==> src/rtl/acr_pkg.sv <==
package acr_pkg;
  typedef enum logic [1:0] {
    RX_WAIT  = 2'd0,
    RX_START = 2'd1,
    RX_BITS  = 2'd2,
    RX_STOP  = 2'd3
  } rx_state_t;

  function automatic logic maj3(input logic a, input logic b, input logic c);
    return (a & b) | (a & c) | (b & c);
  endfunction
endpackage

==> src/rtl/acr_line_sel.sv <==
module acr_line_sel #(
  parameter int SYNC_STAGES = 2
) (
  input  logic clk,
  input  logic rst,
  input  logic rxd_pin,
  input  logic tx_internal,
  input  logic txd_pin,
  input  logic loop_en,
  input  logic loop_src,
  output logic line
);
  logic picked;

  always_comb begin
    if (!loop_en)      picked = rxd_pin;
    else if (loop_src) picked = txd_pin;
    else               picked = tx_internal;
  end

  generate
    if (SYNC_STAGES <= 1) begin : g_one
      logic stage_q;
      always_ff @(posedge clk) begin
        if (rst) stage_q <= 1'b1;
        else     stage_q <= picked;
      end
      assign line = stage_q;
    end else begin : g_chain
      logic [SYNC_STAGES-1:0] chain_q;
      always_ff @(posedge clk) begin
        if (rst) chain_q <= '1;
        else     chain_q <= {chain_q[SYNC_STAGES-2:0], picked};
      end
      assign line = chain_q[SYNC_STAGES-1];
    end
  endgenerate
endmodule

==> src/rtl/acr_vote.sv <==
module acr_vote #(
  parameter int OSR = 16,
  localparam int PW = $clog2(OSR)
) (
  input  logic          clk,
  input  logic          rst,
  input  logic          tick,
  input  logic [PW-1:0] phase,
  input  logic          line,
  output logic          vote,
  output logic          disagree
);
  localparam logic [PW-1:0] PH_EARLY = PW'(OSR / 2 - 1);
  localparam logic [PW-1:0] PH_MID   = PW'(OSR / 2);

  logic early_q, mid_q;

  always_ff @(posedge clk) begin
    if (rst) begin
      early_q <= 1'b1;
      mid_q   <= 1'b1;
    end else if (tick) begin
      if (phase == PH_EARLY) early_q <= line;
      if (phase == PH_MID)   mid_q   <= line;
    end
  end

  assign vote     = acr_pkg::maj3(early_q, mid_q, line);
  assign disagree = (early_q != mid_q) || (mid_q != line);
endmodule

==> src/rtl/acr_frame.sv <==
module acr_frame #(
  parameter int OSR    = 16,
  parameter int DATA_W = 9,
  localparam int PW    = $clog2(OSR),
  localparam int IW    = $clog2(DATA_W + 1)
) (
  input  logic              clk,
  input  logic              rst,
  input  logic              tick,
  input  logic              line,
  input  logic              nine_bit,
  input  logic              vote,
  input  logic              disagree,
  output logic [PW-1:0]     phase,
  output logic              active,
  output logic              done,
  output logic [DATA_W-1:0] f_data,
  output logic              f_noise,
  output logic              f_stop_bad
);
  import acr_pkg::*;

  localparam logic [PW-1:0] PH_MID  = PW'(OSR / 2);
  localparam logic [PW-1:0] PH_LATE = PW'(OSR / 2 + 1);
  localparam logic [PW-1:0] PH_LAST = PW'(OSR - 1);
  localparam logic [IW-1:0] IDX_LONG  = IW'(DATA_W - 1);
  localparam logic [IW-1:0] IDX_SHORT = IW'(DATA_W - 2);

  rx_state_t         state;
  logic [IW-1:0]     idx;
  logic [DATA_W-1:0] sh;
  logic              noisy, prev_line, long_q;

  always_ff @(posedge clk) begin
    if (rst) begin
      state <= RX_WAIT; phase <= '0; idx <= '0; sh <= '0;
      noisy <= 1'b0; prev_line <= 1'b1; long_q <= 1'b0; done <= 1'b0;
      f_data <= '0; f_noise <= 1'b0; f_stop_bad <= 1'b0;
    end else begin
      done <= 1'b0;
      if (tick) begin
        prev_line <= line;
        unique case (state)
          RX_WAIT: begin
            if (prev_line && !line) begin
              state  <= RX_START;
              phase  <= PW'(1);
              sh     <= '0;
              noisy  <= 1'b0;
              long_q <= nine_bit;
            end
          end
          RX_START: begin
            phase <= phase + PW'(1);
            if (phase == PH_MID && line) state <= RX_WAIT;
            else if (phase == PH_LAST) begin
              state <= RX_BITS;
              idx   <= '0;
            end
          end
          RX_BITS: begin
            phase <= phase + PW'(1);
            if (phase == PH_LATE) begin
              sh[idx] <= vote;
              noisy   <= noisy | disagree;
            end
            if (phase == PH_LAST) begin
              if (idx == (long_q ? IDX_LONG : IDX_SHORT)) state <= RX_STOP;
              else idx <= idx + IW'(1);
            end
          end
          RX_STOP: begin
            phase <= phase + PW'(1);
            if (phase == PH_LATE) begin
              state      <= RX_WAIT;
              done       <= 1'b1;
              f_data     <= sh;
              f_noise    <= noisy | disagree;
              f_stop_bad <= !vote;
            end
          end
          default: state <= RX_WAIT;
        endcase
      end
    end
  end

  assign active = (state != RX_WAIT);

  AST_START_NEEDS_LOW: assert property (@(posedge clk) disable iff (rst)
    $rose(active) |-> !$past(line));
  AST_DONE_ENDS_ACTIVE: assert property (@(posedge clk) disable iff (rst)
    done |-> (!active && $past(active)));
endmodule

==> src/rtl/async_char_rx.sv <==
module async_char_rx #(
  parameter int OSR         = 16,
  parameter int DATA_W      = 9,
  parameter int SYNC_STAGES = 2
) (
  input  logic              clk,
  input  logic              rst,
  input  logic              tick,
  input  logic              rxd_pin,
  input  logic              tx_internal,
  input  logic              txd_pin,
  input  logic              loop_en,
  input  logic              loop_src,
  input  logic              nine_bit,
  input  logic              par_en,
  input  logic              par_odd,
  input  logic              idle_after_stop,
  input  logic              rd_strobe,
  output logic [DATA_W-1:0] rx_data,
  output logic              rx_full,
  output logic              overrun,
  output logic              noise_flag,
  output logic              frame_err,
  output logic              par_err,
  output logic              idle_flag,
  output logic              rx_active
);
  localparam int PW       = $clog2(OSR);
  localparam int IDLE_LONG  = OSR * (DATA_W + 2);
  localparam int IDLE_SHORT = OSR * (DATA_W + 1);
  localparam int CW       = $clog2(IDLE_LONG + 1);

  logic              line, vote, disagree, f_done, f_noise, f_stop_bad;
  logic [PW-1:0]     phase;
  logic [DATA_W-1:0] f_data;
  logic [CW-1:0]     idle_cnt;
  logic [CW-1:0]     idle_lim;
  logic              take, parity_bad;

  acr_line_sel #(.SYNC_STAGES(SYNC_STAGES)) u_sel (
    .clk(clk), .rst(rst), .rxd_pin(rxd_pin), .tx_internal(tx_internal),
    .txd_pin(txd_pin), .loop_en(loop_en), .loop_src(loop_src), .line(line));

  acr_vote #(.OSR(OSR)) u_vote (
    .clk(clk), .rst(rst), .tick(tick), .phase(phase), .line(line),
    .vote(vote), .disagree(disagree));

  acr_frame #(.OSR(OSR), .DATA_W(DATA_W)) u_frame (
    .clk(clk), .rst(rst), .tick(tick), .line(line), .nine_bit(nine_bit),
    .vote(vote), .disagree(disagree), .phase(phase), .active(rx_active),
    .done(f_done), .f_data(f_data), .f_noise(f_noise), .f_stop_bad(f_stop_bad));

  assign take       = f_done && (!rx_full || rd_strobe);
  assign parity_bad = par_en && ((^f_data) != par_odd);
  assign idle_lim   = nine_bit ? CW'(IDLE_LONG) : CW'(IDLE_SHORT);

  always_ff @(posedge clk) begin
    if (rst) begin
      rx_data <= '0; rx_full <= 1'b0; overrun <= 1'b0;
      noise_flag <= 1'b0; frame_err <= 1'b0; par_err <= 1'b0;
    end else begin
      if (rd_strobe) begin
        rx_full <= 1'b0; overrun <= 1'b0;
        noise_flag <= 1'b0; frame_err <= 1'b0; par_err <= 1'b0;
      end
      if (take) begin
        rx_data    <= f_data;
        rx_full    <= 1'b1;
        noise_flag <= f_noise;
        frame_err  <= f_stop_bad;
        par_err    <= parity_bad;
      end else if (f_done) begin
        overrun <= 1'b1;
      end
    end
  end

  always_ff @(posedge clk) begin
    if (rst) begin
      idle_cnt  <= '0;
      idle_flag <= 1'b0;
    end else if (tick) begin
      if (!line) begin
        idle_cnt  <= '0;
        idle_flag <= 1'b0;
      end else if (!idle_after_stop || !rx_active) begin
        if (idle_cnt >= idle_lim - CW'(1)) idle_flag <= 1'b1;
        else idle_cnt <= idle_cnt + CW'(1);
      end
    end
  end

  AST_FULL_FROM_FRAME: assert property (@(posedge clk) disable iff (rst)
    $rose(rx_full) |-> $past(f_done));
  AST_READ_CLEARS: assert property (@(posedge clk) disable iff (rst)
    (rd_strobe && !f_done) |=> (!rx_full && !overrun));
  AST_OVR_HOLDS_DATA: assert property (@(posedge clk) disable iff (rst)
    $rose(overrun) |-> $stable(rx_data));
  AST_IDLE_NEEDS_HIGH: assert property (@(posedge clk) disable iff (rst)
    $rose(idle_flag) |-> $past(line));
endmodule

==> config.mk <==
export PLATFORM = sky130hd
export DESIGN_NAME = async_char_rx
export DESIGN_NICKNAME = d
export VERILOG_FILES = /design/src/rtl/acr_pkg.sv /design/src/rtl/acr_line_sel.sv /design/src/rtl/acr_vote.sv /design/src/rtl/acr_frame.sv /design/src/rtl/async_char_rx.sv
export SDC_FILE = /design/constraint.sdc
export NUM_CORES = 1
export LEC_CHECK = 0
export BUFFER_PORTS_ARGS = -buffer_cell sky130_fd_sc_hd__buf_2
export CAP_MARGIN = 20
export CORE_ASPECT_RATIO = 1.75
export CORE_MARGIN = 2
export CORE_UTILIZATION = 25
export CTS_BUF_LIST = sky130_fd_sc_hd__clkbuf_16
export DETAILED_ROUTE_END_ITERATION = 10
export SLEW_MARGIN = 40
export SYNTH_ARGS = -nofsm -noshare
export SYNTH_HDL_FRONTEND = slang
export SYNTH_SLANG_ARGS = --single-unit
==> constraint.sdc <==
create_clock -name clk -period 2.36 [get_ports clk]
set_input_delay 0.472 -clock clk [delete_from_list [all_inputs] [get_ports clk]]
set_output_delay 0.472 -clock clk [all_outputs]
set_load 0.02 [all_outputs]
==> impl_results.md <==
* Fin Hold WS at 0.3582 ns
* RD Place Congestion at 0.7716
* Post-synth top cells: sky130_fd_sc_hd__dfxtp_1, sky130_fd_sc_hd__nand2_1, sky130_fd_sc_hd__a21oi_1
* Share of synthesized area spent on multiplexers at 0.9885%
* Max_cap viols at 0
* Worst-path cell chain: inv_1 -> ha_1 -> inv_1 -> o21ai_2 -> or4_4 -> nor3b_2 -> o2bb2ai_1
* Share of layout cells above drive strength 1 at 15.13%
* Antenna Nets Post-Route at 0
* Relative max-transition margin at 62.86%
* Final count of negative-setup-slack endpoints at 0
* Mean number of vias per cell at 4.825
* Synthesized area at 3038 um^2
* First-pass GRT wire length at 11430 um
* Final worst path period share at 87.68%
* Pleak at 1.356 nW
* Placed wire-length estimate after detailed placement at 4760 um
* Number of buffers on the longest clock path at 2
* PwrDens at 710.5 nW/um^2
* Synth area leader: sky130_fd_sc_hd__dfxtp_1
* Crit path kind: reg -> reg
* First drt pass iteration count at 4
* Most frequent cell after synthesis: sky130_fd_sc_hd__dfxtp_1
* Sum of internal, switching and leakage power at 2.576 mW
* Cell occurring most often along the worst timing path: sky130_fd_sc_hd__inv_1
* Net Count, Synth at 391
* Post-Synth Simple-Gate Area at 24.46%
* Register area share after synthesis at 40.20%
* TritonCTS clock tree: done
* Final sum of negative setup slack at 0 ns
* Compound-cell area share of the yosys netlist at 19.28%
* Number of buffers added to fix hold violations after cts at 0
* Post-synthesis share of cell area spent on xor and xnor gates at 4.036%
* Count of pins over their slew limit at 0
* Input/output buffers at 28
* Final-stage net count at 415
* Clock sink count at 61
* Synth top area share at 40.20%
* Top FF cell, synth: sky130_fd_sc_hd__dfxtp_1
* Top Ports at 29
* Post-synthesis instance total at 361
* Syn_area_per_cell at 8.415 um^2
* Fraction of the core area covered by cells at the end of the flow at 30.38%
* Remaining design rule violation count at 0
* Starting DRC count in detailed routing at 120
* Routed wire per std cell at 12.46 um
* Initial standard-cell utilization of the core at 25.45%
* Total Routed Length at 6564 um
* Overall via count from detail_route at 2543
* Max Fclk at 483.2 MHz
* Clock latency at the later pin of the worst-skew pair at 0.33 ns
* Master of the slowest instance on the critical path: sky130_fd_sc_hd__or4_4
* Top fanout value on the critical path at 5
* Largest net degree at the start of global routing at 60
* GRT Util Overall at 11.03%
* Std-Cell Core Area at 11940 um^2
* Number of global-route vias before repair at 2498
* Critical path data arrival time at 2.32 ns
* Antenna Cells at 0
* Worst-Margin Slew at 0.5570 ns
* Post-route minimum period at 2.069 ns
* Height of the chip at 149.8 um
* Run status: finished clean
* Unrepaired setup endpoints after global routing: no
* Filler cells at 1273
* Type of the most critical hold path: in -> reg
* Seq cells post-synth at 61
* Overflow left after global routing at 0
* Root Driver: sky130_fd_sc_hd__clkbuf_16
* Number of hold-slack violations in the final timing report at 0
* Post-CTS repair timing setup buffer count at 0
* Post_cts resized at 0
* Antenna violations before repair at 0
* Die ar. at 13080 um^2
* Adder-cell share of the synthesized area at 7.002%
* Number of levels the H-tree was split into at 3
* Sort of element at the start of the critical path: flip-flop
* Number of distinct library cells after synthesis at 49
* Warning count from the yosys run at 0
* Std-Cell Rows at 53
* Inserted Clock Buffers at 9
* Kind of end point of the critical path: flip-flop
* Horizontal die dimension at 87.33 um
* Required time of the critical path at 2.61 ns
* Largest stage delay, worst path at 0.54 ns
* Post-route clock skew at 0.004532 ns
* Layout area overhead at 19.36%
* Share of synthesized registers carrying an async set or reset at 0%
* Synth area leaders: sky130_fd_sc_hd__dfxtp_1, sky130_fd_sc_hd__a21oi_1, sky130_fd_sc_hd__nand2_1, sky130_fd_sc_hd__ha_1, sky130_fd_sc_hd__xnor2_1
* Clock-pin slew on the worst setup and hold paths at 0.05 ns
* Maximum VDD drop at 280.1 uV
* Count of flip-flops with a built-in enable after synthesis at 0
* Main combinational cell family by area after synthesis: simple AND/OR/NAND/NOR gates
==> routing by layer <==
metal | routed length, um | track usage [%] | vias to the layer above
met4 | 257 | 7.077 | 0
met5 | 0 | 0 | -
met2 | 3375 | 18.67 | 40
li1 | - | - | 1320
met3 | 228 | 2.978 | 12
met1 | 2702 | 11.79 | 1171
==> cells in the final DEF (no fill, tap or decap), types with 8 or more instances in the layout <==
master	n
sky130_fd_sc_hd__dfxtp_1	61
sky130_fd_sc_hd__nand2_1	59
sky130_fd_sc_hd__a21oi_1	45
sky130_fd_sc_hd__buf_2	28
sky130_fd_sc_hd__nor2_1	22
sky130_fd_sc_hd__ha_1	17
sky130_fd_sc_hd__xnor2_1	14
sky130_fd_sc_hd__inv_1	12
sky130_fd_sc_hd__nand2b_1	12
sky130_fd_sc_hd__nand3_1	9
sky130_fd_sc_hd__clkbuf_16	9
sky130_fd_sc_hd__o21ai_0	8
sky130_fd_sc_hd__o2bb2ai_1	8
==> logic make-up after synthesis <==
family | Yosys count
muxes | 3
adders and majority gates | 17
AOI/OAI and AO/OA | 91
DFF | 61
xor gates and xnor gates | 14
buffers and inverters | 31
and+or+nand+nor | 144
==> final timing paths <==
kind	startpoint	endpoint	slack, ns	cells past startpoint
setup / recovery	u_frame.state[0]	u_frame.sh[7]	0.29	7
hold / removal	rd_strobe	overrun	0.36	2
setup reg to reg	u_frame.state[0]	u_frame.sh[7]	0.29	7
hold reg to reg	u_sel.g_chain.chain_q[0]	u_sel.g_chain.chain_q[1]	0.41	1
==> state kept, by name, summed over array words and instances (netlist names), 2 cells and up, named ones only <==
register               cells
idle_cnt                   8
u_frame.sh                 9
rx_data                    9
u_sel.g_chain.chain_q      2
u_frame.f_data             9
u_frame.phase              4
u_frame.idx                4
==> critical path: cells and delay by family, from the launching register on <==
kind | cells | cell delay (ns)
AOI/OAI and AO/OA | 2 | 0.23
adders and majority gates | 1 | 0.26
buffers and inverters | 2 | 0.23
DFF | 1 | 0.40
and+or+nand+nor | 2 | 0.86
==> report_power, final <==
group	total [mW]	internal, mW	leakage, nW	switching (mW)
sequential	1.05	1.04	0.492	0.0135
clock	1.41	0.928	0.156	0.486
combinational	0.110	0.0441	0.708	0.0658
total	2.58	2.01	1.36	0.566
==> layout make-up <==
cell class,instances,area (um^2),share of cell area (%)
Multi-Input combinational cell,269,1694,46.72
Sequential cell,61,1221,33.68
Clock buffer,9,225.2,6.211
Tap cell,137,171.4,4.727
Timing Repair Buffer,32,170.2,4.693
Clock inverter,7,98.84,2.726
Inverter,12,45.04,1.242
==> through the flow <==
| stage | setup WS, ns | area, um^2 | std cells |
|---|---|---|---|
| 6_report | 0.2907 | 3626 | 527 |
| 5_1_grt | 0.1562 | 3626 | 527 |
| 4_1_cts | 0.2853 | 3626 | 527 |
| 3_5_place_dp | 0.1004 | 3302 | 511 |
| 3_3_place_gp | 0.1101 | 3302 | 511 |
| 2_1_floorplan | 0.3254 | 3038 | 361 |
No activity file was read; power rests on OpenSTA's default activity.
